[src/rtl/charge_sweep_pkg.sv]
package charge_sweep_pkg;

  typedef enum logic [1:0] {
    SW_IDLE = 2'd0,
    SW_ARM  = 2'd1,
    SW_RUN  = 2'd2
  } sweep_state_t;

  // Bit i carries vertical phase i+1.
  typedef logic [3:0] phase_vec_t;

  localparam phase_vec_t PH_REST = 4'b0011;  // phases 1 and 2 high
  localparam phase_vec_t PH_LAST = 4'b1001;  // phases 4 and 1 high

  // One step of the rotation: the high pair moves up by one phase.
  function automatic phase_vec_t phase_step(input phase_vec_t cur);
    return {cur[2:0], cur[3]};
  endfunction

endpackage

[src/rtl/sweep_edge_grid.sv]
module sweep_edge_grid #(
  parameter int LINE_CLKS = 2640,
  parameter int EDGE_OFS  = 16,
  parameter int EDGE_STEP = 20
) (
  input  logic                         clk,
  input  logic                         rst,
  input  logic                         line_stb,
  input  logic [$clog2(LINE_CLKS)-1:0] pix_cnt,
  output logic                         edge_hit
);

  localparam int EDGE_W = $clog2(LINE_CLKS + EDGE_STEP);
  localparam logic [EDGE_W-1:0] OFS_V  = EDGE_W'(EDGE_OFS);
  localparam logic [EDGE_W-1:0] STEP_V = EDGE_W'(EDGE_STEP);

  // Position of the next grid point; it walks forward by one pitch per hit,
  // so no divider or modulo is needed against the pixel count.
  logic [EDGE_W-1:0] next_q;

  assign edge_hit = !line_stb && (EDGE_W'(pix_cnt) == next_q);

  always_ff @(posedge clk) begin
    if (rst || line_stb) begin
      next_q <= OFS_V;
    end else if (edge_hit) begin
      next_q <= next_q + STEP_V;
    end
  end

endmodule

[src/rtl/sweep_phase_ring.sv]
module sweep_phase_ring
  import charge_sweep_pkg::*;
(
  input  logic       clk,
  input  logic       rst,
  input  logic       adv,
  output phase_vec_t phases,
  output logic       stage_end
);

  phase_vec_t ph_q;

  assign phases    = ph_q;
  assign stage_end = adv && (ph_q == PH_LAST);

  always_ff @(posedge clk) begin
    if (rst) begin
      ph_q <= PH_REST;
    end else if (adv) begin
      ph_q <= phase_step(ph_q);
    end
  end

endmodule

[src/rtl/sweep_ctrl.sv]
module sweep_ctrl
  import charge_sweep_pkg::*;
#(
  parameter int N_STAGES  = 2112,
  parameter int ARM_LINES = 2
) (
  input  logic clk,
  input  logic rst,
  input  logic req,
  input  logic line_stb,
  input  logic stage_end,
  output logic sweeping,
  output logic busy,
  output logic done
);

  localparam int STAGE_W = (N_STAGES > 1) ? $clog2(N_STAGES) : 1;
  localparam int LINE_W  = $clog2(ARM_LINES + 1);
  localparam logic [STAGE_W-1:0] LAST_STAGE = STAGE_W'(N_STAGES - 1);
  localparam logic [LINE_W-1:0]  LAST_ARM   = LINE_W'(ARM_LINES - 1);

  sweep_state_t        state_q;
  logic [STAGE_W-1:0]  stage_q;
  logic [LINE_W-1:0]   lines_q;

  assign sweeping = (state_q == SW_RUN);

  always_ff @(posedge clk) begin
    if (rst) begin
      state_q <= SW_IDLE;
      stage_q <= '0;
      lines_q <= '0;
      busy    <= 1'b0;
      done    <= 1'b0;
    end else begin
      done <= 1'b0;
      case (state_q)
        SW_IDLE: begin
          if (req) begin
            state_q <= SW_ARM;
            lines_q <= '0;
            stage_q <= '0;
            busy    <= 1'b1;
          end
        end
        SW_ARM: begin
          if (line_stb) begin
            if (lines_q == LAST_ARM) begin
              state_q <= SW_RUN;
            end else begin
              lines_q <= lines_q + 1'b1;
            end
          end
        end
        SW_RUN: begin
          if (stage_end) begin
            if (stage_q == LAST_STAGE) begin
              state_q <= SW_IDLE;
              stage_q <= '0;
              busy    <= 1'b0;
              done    <= 1'b1;
            end else begin
              stage_q <= stage_q + 1'b1;
            end
          end
        end
        default: state_q <= SW_IDLE;
      endcase
    end
  end

endmodule

[src/rtl/charge_sweep_seq.sv]
module charge_sweep_seq
  import charge_sweep_pkg::*;
#(
  parameter int N_STAGES    = 2112,
  parameter int LINE_CLKS   = 2640,
  parameter int EDGE_OFS    = 16,
  parameter int EDGE_STEP   = 20,
  parameter int ARM_LINES   = 2,
  parameter int MIN_OVERLAP = 20
) (
  input  logic                         clk,
  input  logic                         rst,
  input  logic                         sweep_req,
  input  logic                         line_stb,
  input  logic [$clog2(LINE_CLKS)-1:0] pix_cnt,
  output logic                         vph1a,
  output logic                         vph1b,
  output logic                         vph2,
  output logic                         vph3a,
  output logic                         vph3b,
  output logic                         vph4,
  output logic                         busy,
  output logic                         done
);

  logic       edge_hit;
  logic       sweeping;
  logic       stage_end;
  phase_vec_t phases;

  sweep_edge_grid #(
    .LINE_CLKS (LINE_CLKS),
    .EDGE_OFS  (EDGE_OFS),
    .EDGE_STEP (EDGE_STEP)
  ) u_grid (
    .clk      (clk),
    .rst      (rst),
    .line_stb (line_stb),
    .pix_cnt  (pix_cnt),
    .edge_hit (edge_hit)
  );

  sweep_phase_ring u_ring (
    .clk       (clk),
    .rst       (rst),
    .adv       (sweeping && edge_hit),
    .phases    (phases),
    .stage_end (stage_end)
  );

  sweep_ctrl #(
    .N_STAGES  (N_STAGES),
    .ARM_LINES (ARM_LINES)
  ) u_ctrl (
    .clk       (clk),
    .rst       (rst),
    .req       (sweep_req),
    .line_stb  (line_stb),
    .stage_end (stage_end),
    .sweeping  (sweeping),
    .busy      (busy),
    .done      (done)
  );

  // Split halves of phases 1 and 3 share one register each.
  assign vph1a = phases[0];
  assign vph1b = phases[0];
  assign vph2  = phases[1];
  assign vph3a = phases[2];
  assign vph3b = phases[2];
  assign vph4  = phases[3];

endmodule

[config.mk]
export PLATFORM = sky130hd
export DESIGN_NAME = charge_sweep_seq
export DESIGN_NICKNAME = d
export VERILOG_FILES = /design/src/rtl/charge_sweep_pkg.sv /design/src/rtl/sweep_edge_grid.sv /design/src/rtl/sweep_phase_ring.sv /design/src/rtl/sweep_ctrl.sv /design/src/rtl/charge_sweep_seq.sv
export SDC_FILE = /design/constraint.sdc
export NUM_CORES = 1
export LEC_CHECK = 0
export BUFFER_PORTS_ARGS = -buffer_cell sky130_fd_sc_hd__buf_2
export CAP_MARGIN = 15
export CORE_MARGIN = 2
export CORE_UTILIZATION = 35
export DETAILED_ROUTE_END_ITERATION = 6
export GPL_ROUTABILITY_DRIVEN = 0
export SETUP_SLACK_MARGIN = 0.5
export SLEW_MARGIN = 20
export SYNTH_ARGS = -nofsm -noshare
export SYNTH_HDL_FRONTEND = slang
export SYNTH_SLANG_ARGS = --single-unit
[constraint.sdc]
create_clock -name clk -period 2.6 [get_ports clk]
set_input_delay 0.26 -clock clk [delete_from_list [all_inputs] [get_ports clk]]
set_output_delay 0.26 -clock clk [all_outputs]
set_load 0.02 [all_outputs]
# [Yosys cells after proc, flatten, opt, wreduce, memory -nomap -nowiden]
# Index checks and enable logic that the tools add are counted.
[word_totals] word_cells=56 regBits=34 inputBits=16
[op_classes] n_reduce_logical=13 add_sub_neg=3 muxes=19 n_bitwise=2 eq_ne=12
[op_table] cell="12-bit two-way mux" n=3
[op_table] cell="12-bit case mux with 2 select lines" n=1
[op_table] cell="2-bit two-way mux" n=8
[op_table] cell="12-bit by 1-bit adder with 12-bit output, second input constant" n=1
[op_table] cell="12-bit by 5-bit adder with 12-bit output, second input constant" n=1
[op_table] cell="12-bit equality test" n=1
[op_table] cell="12-bit equality test, second input constant" n=1
[op_table] cell="4-bit AND reduction" n=2
[op_table] cell="2-bit by 1-bit inequality test with 1-bit output, second input constant" n=3
[op_table] cell="2-bit inequality test, second input constant" n=3
[op_table] cell="2-bit case mux with 3 select lines" n=1
[op_table] cell="5-bit AND reduction" n=1
[op_table] cell="2-bit by 1-bit equality test with 1-bit output, second input constant" n=2
[op_table] cell="4-bit equality test, second input constant" n=1
[op_table] cell="1-bit two-way mux" n=4
[op_table] cell="2-bit case mux with 2 select lines" n=1
[op_table] cell="2-bit nonzero test" n=2
[op_table] cell="1-bit logical AND" n=3
[op_table] cell="3-bit AND reduction" n=1
[op_table] cell="3-bit OR reduction" n=1
[op_table] cell="2-bit by 1-bit adder with 2-bit output, second input constant" n=1
[op_table] cell="2-bit equality test, second input constant" n=1
[op_table] cell="2-bit logical NOT" n=1
[op_table] cell="1-bit NOT" n=2
[op_table] cell="other kinds (3)" n=3

# [Logic depth before layout (Yosys ltp)]
# Gate-level depths: netlist of run 1.
[logic_depth] word_depth=6 ltp_mapped=7

# [Modules after synthesis]
# Synthesis of run 1 repeated with hierarchy kept, for this count alone.
[hier_totals] hier_cells=191 area_unflattened_um2=1659.1
[modules_own_cells] module="sweep_ctrl" seq_area_each_um2=360.3 cells_per_inst=102 instances=1 area_each_um2=889.6
[modules_own_cells] module="sweep_edge_grid" seq_area_each_um2=200.2 cells_per_inst=71 instances=1 area_each_um2=579.3
[modules_own_cells] module="sweep_phase_ring" seq_area_each_um2=80.1 cells_per_inst=15 instances=1 area_each_um2=168.9
[modules_own_cells] module="charge_sweep_seq" seq_area_each_um2=0.0 cells_per_inst=3 instances=1 area_each_um2=21.3

# [Worst setup path after synthesis of run 1]
# No wires, ideal clock.
[synth_path] path_type="register to register" startpoint="register u_grid.next_q[5]" endpoint="register u_grid.next_q[10]" path_slack_ns=0.611 n_path_buf=2 arrival_ns=1.919 setup_ns=0.070 period_less_slack_ns=1.989 path_stages_with_launch=8 cell_sequence="dfxtp_1 xnor2_1 nand4_1 buf_6 or3_4 buf_6 or4_1 a21oi_1"
[synth_between] elab_chain_cells=2
[synth_rtl] element="start: declaration" line_no="sweep_edge_grid.sv:19" rtl="logic [EDGE_W-1:0] next_q;"
[synth_rtl] element="start signal: assignment" line_no="sweep_edge_grid.sv:27" rtl="next_q <= next_q + STEP_V;"
[synth_rtl] element="parallel branches: the longest is 2 deep, another holds 12-bit by 5-bit adder with 12-bit output"
# Several ways; the timed one is not identified.
# A chain may end at the register's enable or synchronous reset.

# [Worst setup path in the final report of run 1]
[layout_path] startpoint="register u_ctrl.stage_q[8]" endpoint="register u_ctrl.stage_q[8]"
[layout_between] elab_chain_cells=4
[layout_rtl] element="start: declaration" line_no="sweep_ctrl.sv:23" rtl="logic [STAGE_W-1:0] stage_q;"
[layout_rtl] element="start signal: assignment" line_no="sweep_ctrl.sv:63" rtl="stage_q <= stage_q + 1'b1;"
[layout_rtl] element="12-bit by 1-bit adder with 12-bit output or 12-bit equality test (tied branches)" line_no="sweep_ctrl.sv:63, sweep_ctrl.sv:57"
[layout_rtl] element="12-bit two-way mux *" line_no="sweep_ctrl.sv:57" rtl="if (stage_q == LAST_STAGE) begin"
[layout_rtl] element="12-bit two-way mux *" line_no="sweep_ctrl.sv:56" rtl="if (stage_end) begin"
[layout_rtl] element="12-bit case mux with 2 select lines *" line_no="sweep_ctrl.sv:37" rtl="case (state_q)"
# Every way passes the cells marked *; elsewhere a longest branch is shown, timed or not. The select of a mux whose other input is x is not followed.

==> insert_results.sql, run 1 <==
INSERT INTO impl_metrics (metric_group, metric, value, unit) VALUES
('run_status', 'outcome', 'complete, no violations', ''),
('sta', 'report.final.slew_viol_count', '0', ''),
('placed_design', 'placement.io_buffers', '23', ''),
('worst_setup_path', 'end_kind', 'register', ''),
('layout', 'diodes', '0', ''),
('logic_synthesis', 'synthesis.instances', '227', ''),
('logic_synthesis', 'synthesis.nets', '246', ''),
('clocking', 'clk_root_buffer_cell', 'clkbuf_8', ''),
('sta', 'postLayoutSetupSlackWorst', '0.544', 'ns'),
('logic_synthesis', 'synth_largest_area_cell', 'dfxtp_1', ''),
('sta', 'hold-worst-slack', '0.270', 'ns'),
('logic_synthesis', 'synth.yosys.warnings', '0', ''),
('logic_synthesis', 'synth_seq_cells', '32', ''),
('logic_synthesis', 'yosys.area.top_type_share', '34.7', '%'),
('floorplan', 'boundaryPins', '24', ''),
('pwr', 'ir_drop', '256', 'uV'),
('sta', 'post_route_clock_skew', '0.00322', 'ns'),
('detailed_routing', 'finalWirelength', '4730', 'um'),
('sta', 'rsz0062_at_grt', 'true', ''),
('logic_synthesis', 'netlist_area', '1850', 'um2'),
('clocking', 'tritoncts', 'yes', ''),
('layout', 'layout.core_utilization', '43.3', '%'),
('worst_setup_path', 'cp-start-kind', 'register', ''),
('pwr', 'power.density', '479', 'nW/um2'),
('sta', 'final.period_utilization', '79.1', '%'),
('global_route', 'grt_remaining_overflow', '0', ''),
('sta', 'setup-violations-final', '0', ''),
('floorplan', 'die_width', '76.6', 'um'),
('sta', 'fin_tns_setup', '0', 'ns'),
('worst_setup_path', 'timing.critical_path.required', '2.77', 'ns'),
('pwr', 'leakage', '0.000732', 'uW'),
('sta', 'maxSlewHeadroom', '61.0', '%'),
('global_route', 'first_global_vias', '1683', ''),
('layout', 'area_delta_synth_final', '19.8', '%'),
('floorplan', 'fp-row-count', '26', ''),
('clocking', 'clk_pin_slew_worst_paths', '0.07', 'ns'),
('placed_design', 'detailed_place_hpwl', '3320', 'um'),
('flow_run', 'cap_violations', '0', ''),
('sta', 'max_freq', '0.486', 'GHz'),
('floorplan', 'fp.dieH', '76.6', 'um'),
('placed_design', 'dp_slack', '0.340', 'ns'),
('global_route', 'grt_util_all_layers', '16.8', '%'),
('clocking', 'cts_made_buffers', '5', ''),
('sta', 'hold_violations', '0', ''),
('worst_setup_path', 'timing.critical_path.fanout_max', '5', ''),
('clocking', 'clock_tree.htree_level_count', '2', ''),
('clocking', 'cts.sinks', '32', ''),
('logic_synthesis', 'most_area_consuming_cells_after_synthesis', 'dfxtp_1, xnor2_1, nor2_1, a21oi_1, nor4_1', ''),
('worst_hold_path', 'hp-class', 'in2reg', ''),
('worst_setup_path', 'critical_path_class', 'reg2reg', ''),
('pwr', 'total_power', '1060', 'uW'),
('sta', 'worstMarginPinSlew', '0.580', 'ns'),
('global_route', 'global_route_wire_length_before_repair', '7890', 'um'),
('global_route', 'grt_antenna_before_repair', '0', ''),
('layout', 'fin_nets', '275', ''),
('global_route', 'grt_start_max_net_pins', '26', ''),
('floorplan', 'die_area', '5870', 'um2'),
('worst_setup_path', 'arrival_time_at_the_worst_endpoint', '2.23', 'ns'),
('clocking', 'clock_insertion_delay_worst_skew', '0.29', 'ns'),
('detailed_routing', 'detail_route.vias_per_cell', '5.52', ''),
('floorplan', 'core-area', '5110', 'um2'),
('logic_synthesis', 'post_synth.cell_area_avg', '8.14', 'um2'),
('sta', 'fin_crit', '2.06', 'ns'),
('detailed_routing', 'drtPass1Iterations', '4', ''),
('detailed_routing', 'wire_per_inst', '14.5', 'um'),
('detailed_routing', 'drt.antenna.violating_nets', '0', ''),
('logic_synthesis', 'synth_seq_area_share', '34.7', '%'),
('clocking', 'cts.path.max_buffers', '2', ''),
('layout', 'drive_gt1_share', '23.0', '%'),
('clocking', 'ctsHoldBuffers', '0', ''),
('floorplan', 'starting_density_of_the_core', '36.2', '%'),
('detailed_routing', 'via_count', '1806', ''),
('detailed_routing', 'detail_route.drc_violations', '0', ''),
('logic_synthesis', 'yosys.cell_types.count', '49', ''),
('detailed_routing', 'detail_route.iter0.violations', '80', '');
## report_power, final
group | internal, uW | switching, uW
clock | 283 | 199
combinational | 32.1 | 46.0
sequential | 494 | 5.22
## layout make-up
type / count / area (um2)
clock buffers: 5 / 68.8
clock inverters: 3 / 42.5
fillers: 519 / 2900
inverters: 6 / 22.5
multi-input cells: 176 / 1140
flip-flops and latches: 32 / 644
well taps: 70 / 87.6
repair buffers: 35 / 205
## placed cells by master (no fill, tap or decap), drive strengths merged, types with 2 or more instances in the layout
cell type	n
a21oi	15
and3	5
and4	2
buf	35
clkbuf	5
dfxtp	32
ha	3
inv	6
mux2i	3
nand2	13
nand2b	4
nand3	10
nand3b	3
nand4	9
nor2	25
nor3	12
nor4	12
o211ai	2
o21ai	10
o311ai	2
o31ai	5
or3	3
or4	4
xnor2	16
## worst paths after layout
kind	slack, ns	cells past startpoint	to	start
hold reg to reg	0.50	2	u_grid.next_q[11]	u_grid.next_q[11]
setup reg to reg	0.54	5	u_ctrl.stage_q[8]	u_ctrl.stage_q[8]
hold / removal	0.27	3	u_grid.next_q[4]	line_stb
setup / recovery	0.54	5	u_ctrl.stage_q[8]	u_ctrl.stage_q[8]
## timing repair
item	CTS	global route
setup endpoints to repair	6	8
buffers inserted	2	3
gates resized for setup	2	8
pin swaps	2	3
## critical path, stage by stage, from the launching register on
cell and delay (ns):
dfxtp_1 0.36, or4b_2 0.73, o31ai_1 0.48, nor2_1 0.12
a21oi_1 0.18, o31ai_1 0.08
## cell families after synthesis
kind of cell / Yosys count / share of synthesized area, %
mux: 3 / 1.63
xor+xnor: 16 / 8.40
fa+ha+maj: 3 / 2.03
flops: 32 / 34.7
compound gates: 44 / 15.0
buf+inv: 19 / 5.22
simple gates: 110 / 33.1
## routing by layer
metal	wire length, um	vias up	track usage, %
met3	277	11	3.44
met2	2120	62	27.9
met1	2210	835	21.0
met5	0	-	0
li1	-	898	-
met4	121	0	7.09
## sequential cells by signal (all words and copies together) (netlist names)
name	flops
u_ctrl.lines_q	2
u_ctrl.state_q	2
u_ctrl.done	1
u_ctrl.stage_q	12
u_ring.phases	4
u_ctrl.busy	1
u_grid.next_q	10
## Yosys cell counts (all sizes together)
master    n
nand4b    1
dfxtp    32
a32o      1
nor3     12
and3      5
o31ai     5
nor4     12
a311oi    1
or4       4
o211ai    2
inv       6
nand2    13
nor2     25
o31a      1
clkbuf    6
a211o     1
o311ai    2
a21oi    15
and2      1
a31oi     1
nor2b     1
nor4b     1
or4bb     1
nand2b    4
or3       3
nand3    10
ha        3
o41ai     1
a22oi     1
or4b      1
nand3b    3
o22ai     1
xnor2    16
buf       7
and4      2
o21ai    10
nor3b     1
o2111ai   1
mux2i     3
or2       1
nand4     9
a21o      1
## per-stage QoR
stage               cells  area, um2
CTS                   324       2160
global placement      314       2030
detailed placement    314       2030
global route          327       2210
finish                327       2210
floorplan             227       1850
Power figures use the tool's default switching activity.
==> inputs of run 2 (changes only) <==
clock period = 2 ns   (was 2.6 ns; I/O delays follow)
==> insert_results.sql, run 2 (synthesis gave the netlist of run 1 again) <==
INSERT INTO impl_metrics (metric_group, metric, value, unit) VALUES
('worst_setup_path', 'timing.critical_path.required', '2.18', 'ns'),
('worst_setup_path', 'crit_path_top_delay_cell', 'or4bb_4', ''),
('layout', 'largest-register', 'u_ctrl.stage_q', ''),
('worst_setup_path', 'cp-start-kind', 'register', ''),
('pwr', 'total_power', '1300', 'uW'),
('worst_setup_path', 'worstPathCellList', 'or4bb_4 > nor3_4 > nor2_4 > and3_1 > o31a_1', ''),
('sta', 'fin_tns_setup', '0', 'ns'),
('placed_design', 'detailed_place_hpwl', '3420', 'um'),
('sta', 'worstMarginPinSlew', '0.597', 'ns'),
('layout', 'largest_register_ff_count', '12', ''),
('worst_hold_path', 'hp-class', 'in2reg', ''),
('worst_setup_path', 'end_kind', 'register', ''),
('clocking', 'cts_made_buffers', '5', ''),
('worst_setup_path', 'timing.critical_path.fanout_max', '6', ''),
('layout', 'most_frequent_cells_in_the_layout', 'buf_4, nor2_1, buf_2', ''),
('sta', 'setup-violations-final', '0', ''),
('sta', 'report.final.slew_viol_count', '0', ''),
('clocking', 'clock_tree.htree_level_count', '2', ''),
('pwr', 'power.density', '465', 'nW/um2'),
('worst_setup_path', 'crit_path_leading_delay_family', 'simple AND/OR/NAND/NOR gates', ''),
('floorplan', 'starting_density_of_the_core', '36.2', '%'),
('clocking', 'cts.path.max_buffers', '2', ''),
('sta', 'fin_crit', '1.85', 'ns'),
('sta', 'hold_violations', '0', ''),
('sta', 'max_freq', '0.539', 'GHz'),
('detailed_routing', 'finalWirelength', '5820', 'um'),
('worst_setup_path', 'path_depth', '5', ''),
('flow_run', 'cap_violations', '0', ''),
('global_route', 'first_global_vias', '1878', ''),
('sta', 'final.period_utilization', '92.7', '%'),
('global_route', 'grt_util_all_layers', '19.3', '%'),
('worst_setup_path', 'worst-path-buf-inv', '0', ''),
('clocking', 'clock_insertion_delay_worst_skew', '0.29', 'ns'),
('worst_setup_path', 'critical_path_class', 'reg2reg', ''),
('layout', 'layout.core_utilization', '54.8', '%'),
('clocking', 'tritoncts', 'yes', ''),
('global_route', 'global_route_wire_length_before_repair', '9000', 'um'),
('detailed_routing', 'drtPass1Iterations', '5', ''),
('placed_design', 'dp.cells', '332', ''),
('detailed_routing', 'wire_per_inst', '16.3', 'um'),
('floorplan', 'boundaryPins', '24', ''),
('global_route', 'grt_start_max_net_pins', '26', ''),
('detailed_routing', 'detail_route.iter0.violations', '259', ''),
('sta', 'rsz0062_at_grt', 'true', ''),
('worst_setup_path', 'timing.reg2reg.setup_slack', '0.15', 'ns'),
('detailed_routing', 'detail_route.drc_violations', '0', ''),
('floorplan', 'fp-row-count', '26', ''),
('floorplan', 'core-area', '5110', 'um2'),
('run_status', 'outcome', 'complete, no violations', ''),
('sta', 'hold-worst-slack', '0.230', 'ns'),
('pwr', 'leakage', '0.00106', 'uW'),
('floorplan', 'fp.dieH', '76.6', 'um'),
('worst_hold_path', 'timing.hold.worst_path_depth', '3', ''),
('layout', 'drive_gt1_share', '46.7', '%'),
('sta', 'maxSlewHeadroom', '59.9', '%'),
('floorplan', 'die_width', '76.6', 'um'),
('worst_setup_path', 'delay_contributed_by_the_slowest_stage_of_the_critical_path', '0.59', 'ns'),
('detailed_routing', 'via_count', '2006', ''),
('layout', 'area_delta_synth_final', '51.4', '%'),
('clocking', 'clk_pin_slew_worst_paths', '0.07', 'ns'),
('worst_setup_path', 'ff2ff_path_depth', '5', ''),
('worst_setup_path', 'arrival_time_at_the_worst_endpoint', '2.03', 'ns'),
('global_route', 'grt_remaining_overflow', '0', ''),
('layout', 'fin_nets', '305', ''),
('placed_design', 'placement.io_buffers', '23', ''),
('layout', 'diodes', '0', ''),
('clocking', 'clk_root_buffer_cell', 'clkbuf_8', ''),
('global_route', 'grt_antenna_before_repair', '0', ''),
('clocking', 'cts.sinks', '32', ''),
('detailed_routing', 'detail_route.vias_per_cell', '5.62', ''),
('layout', 'mostFrequentLayoutCell', 'buf_4', ''),
('sta', 'post_route_clock_skew', '0.00723', 'ns'),
('detailed_routing', 'drt.antenna.violating_nets', '0', ''),
('layout', 'fin_cells', '357', ''),
('pwr', 'ir_drop', '306', 'uV'),
('floorplan', 'die_area', '5870', 'um2');
## run 2: report_power, final
group | leakage (uW) | total [uW] | internal (uW) | switching (uW)
Combinational | 0.000742 | 134 | 56.0 | 77.9
Sequential | 0.000266 | 639 | 635 | 3.74
Clock | 0.0000510 | 527 | 274 | 252
## run 2: worst paths after layout
check / endpoint / from
worst min register to register: u_ctrl.busy / u_ctrl.busy
worst max register to register: u_ctrl.stage_q[3] / u_ctrl.stage_q[4]
worst max-delay path: u_ctrl.stage_q[3] / u_ctrl.stage_q[4]
worst min-delay path: u_grid.next_q[4] / line_stb
## run 2: tightest hold or removal path: stages
cell and delay, ns:
buf_2 0.17, nor2_1 0.07, nand2_1 0.05
## run 2: timing repair
item	4_1_cts	5_1_grt
endpoints found under the hold margin	0	0
hold buffers	0	0
endpoints found under the setup margin	29	29
gates cloned	0	0
buffers inserted	12	5
pin swaps	26	18
resized for setup	48	26
## run 2: metal layers
layer | vias up | wire length (um) | track usage [%]
met3 | 29 | 375 | 2.84
met2 | 82 | 2840 | 30.6
li1 | 962 | - | -
met1 | 933 | 2380 | 25.2
met4 | 0 | 222 | 10.2
met5 | - | 0 | 0
## run 2: area by class of cell
| class | instances | area [um2] |
|---|---|---|
| clock buffers | 6 | 82.6 |
| clock inverters | 2 | 10.0 |
| fillers | 433 | 2310 |
| inverters | 6 | 22.5 |
| multi-input cells | 176 | 1450 |
| flip-flops and latches | 32 | 671 |
| well taps | 70 | 87.6 |
| repair buffers | 65 | 469 |
## run 2: metrics by stage
stage               cell area (um2)  setup WS (ns)
floorplan                      1930         0.0837
detailed placement             2220         0.0958
finish                         2800          0.145
global placement               2220          0.132
CTS                            2640          0.181
global route                   2800         0.0802
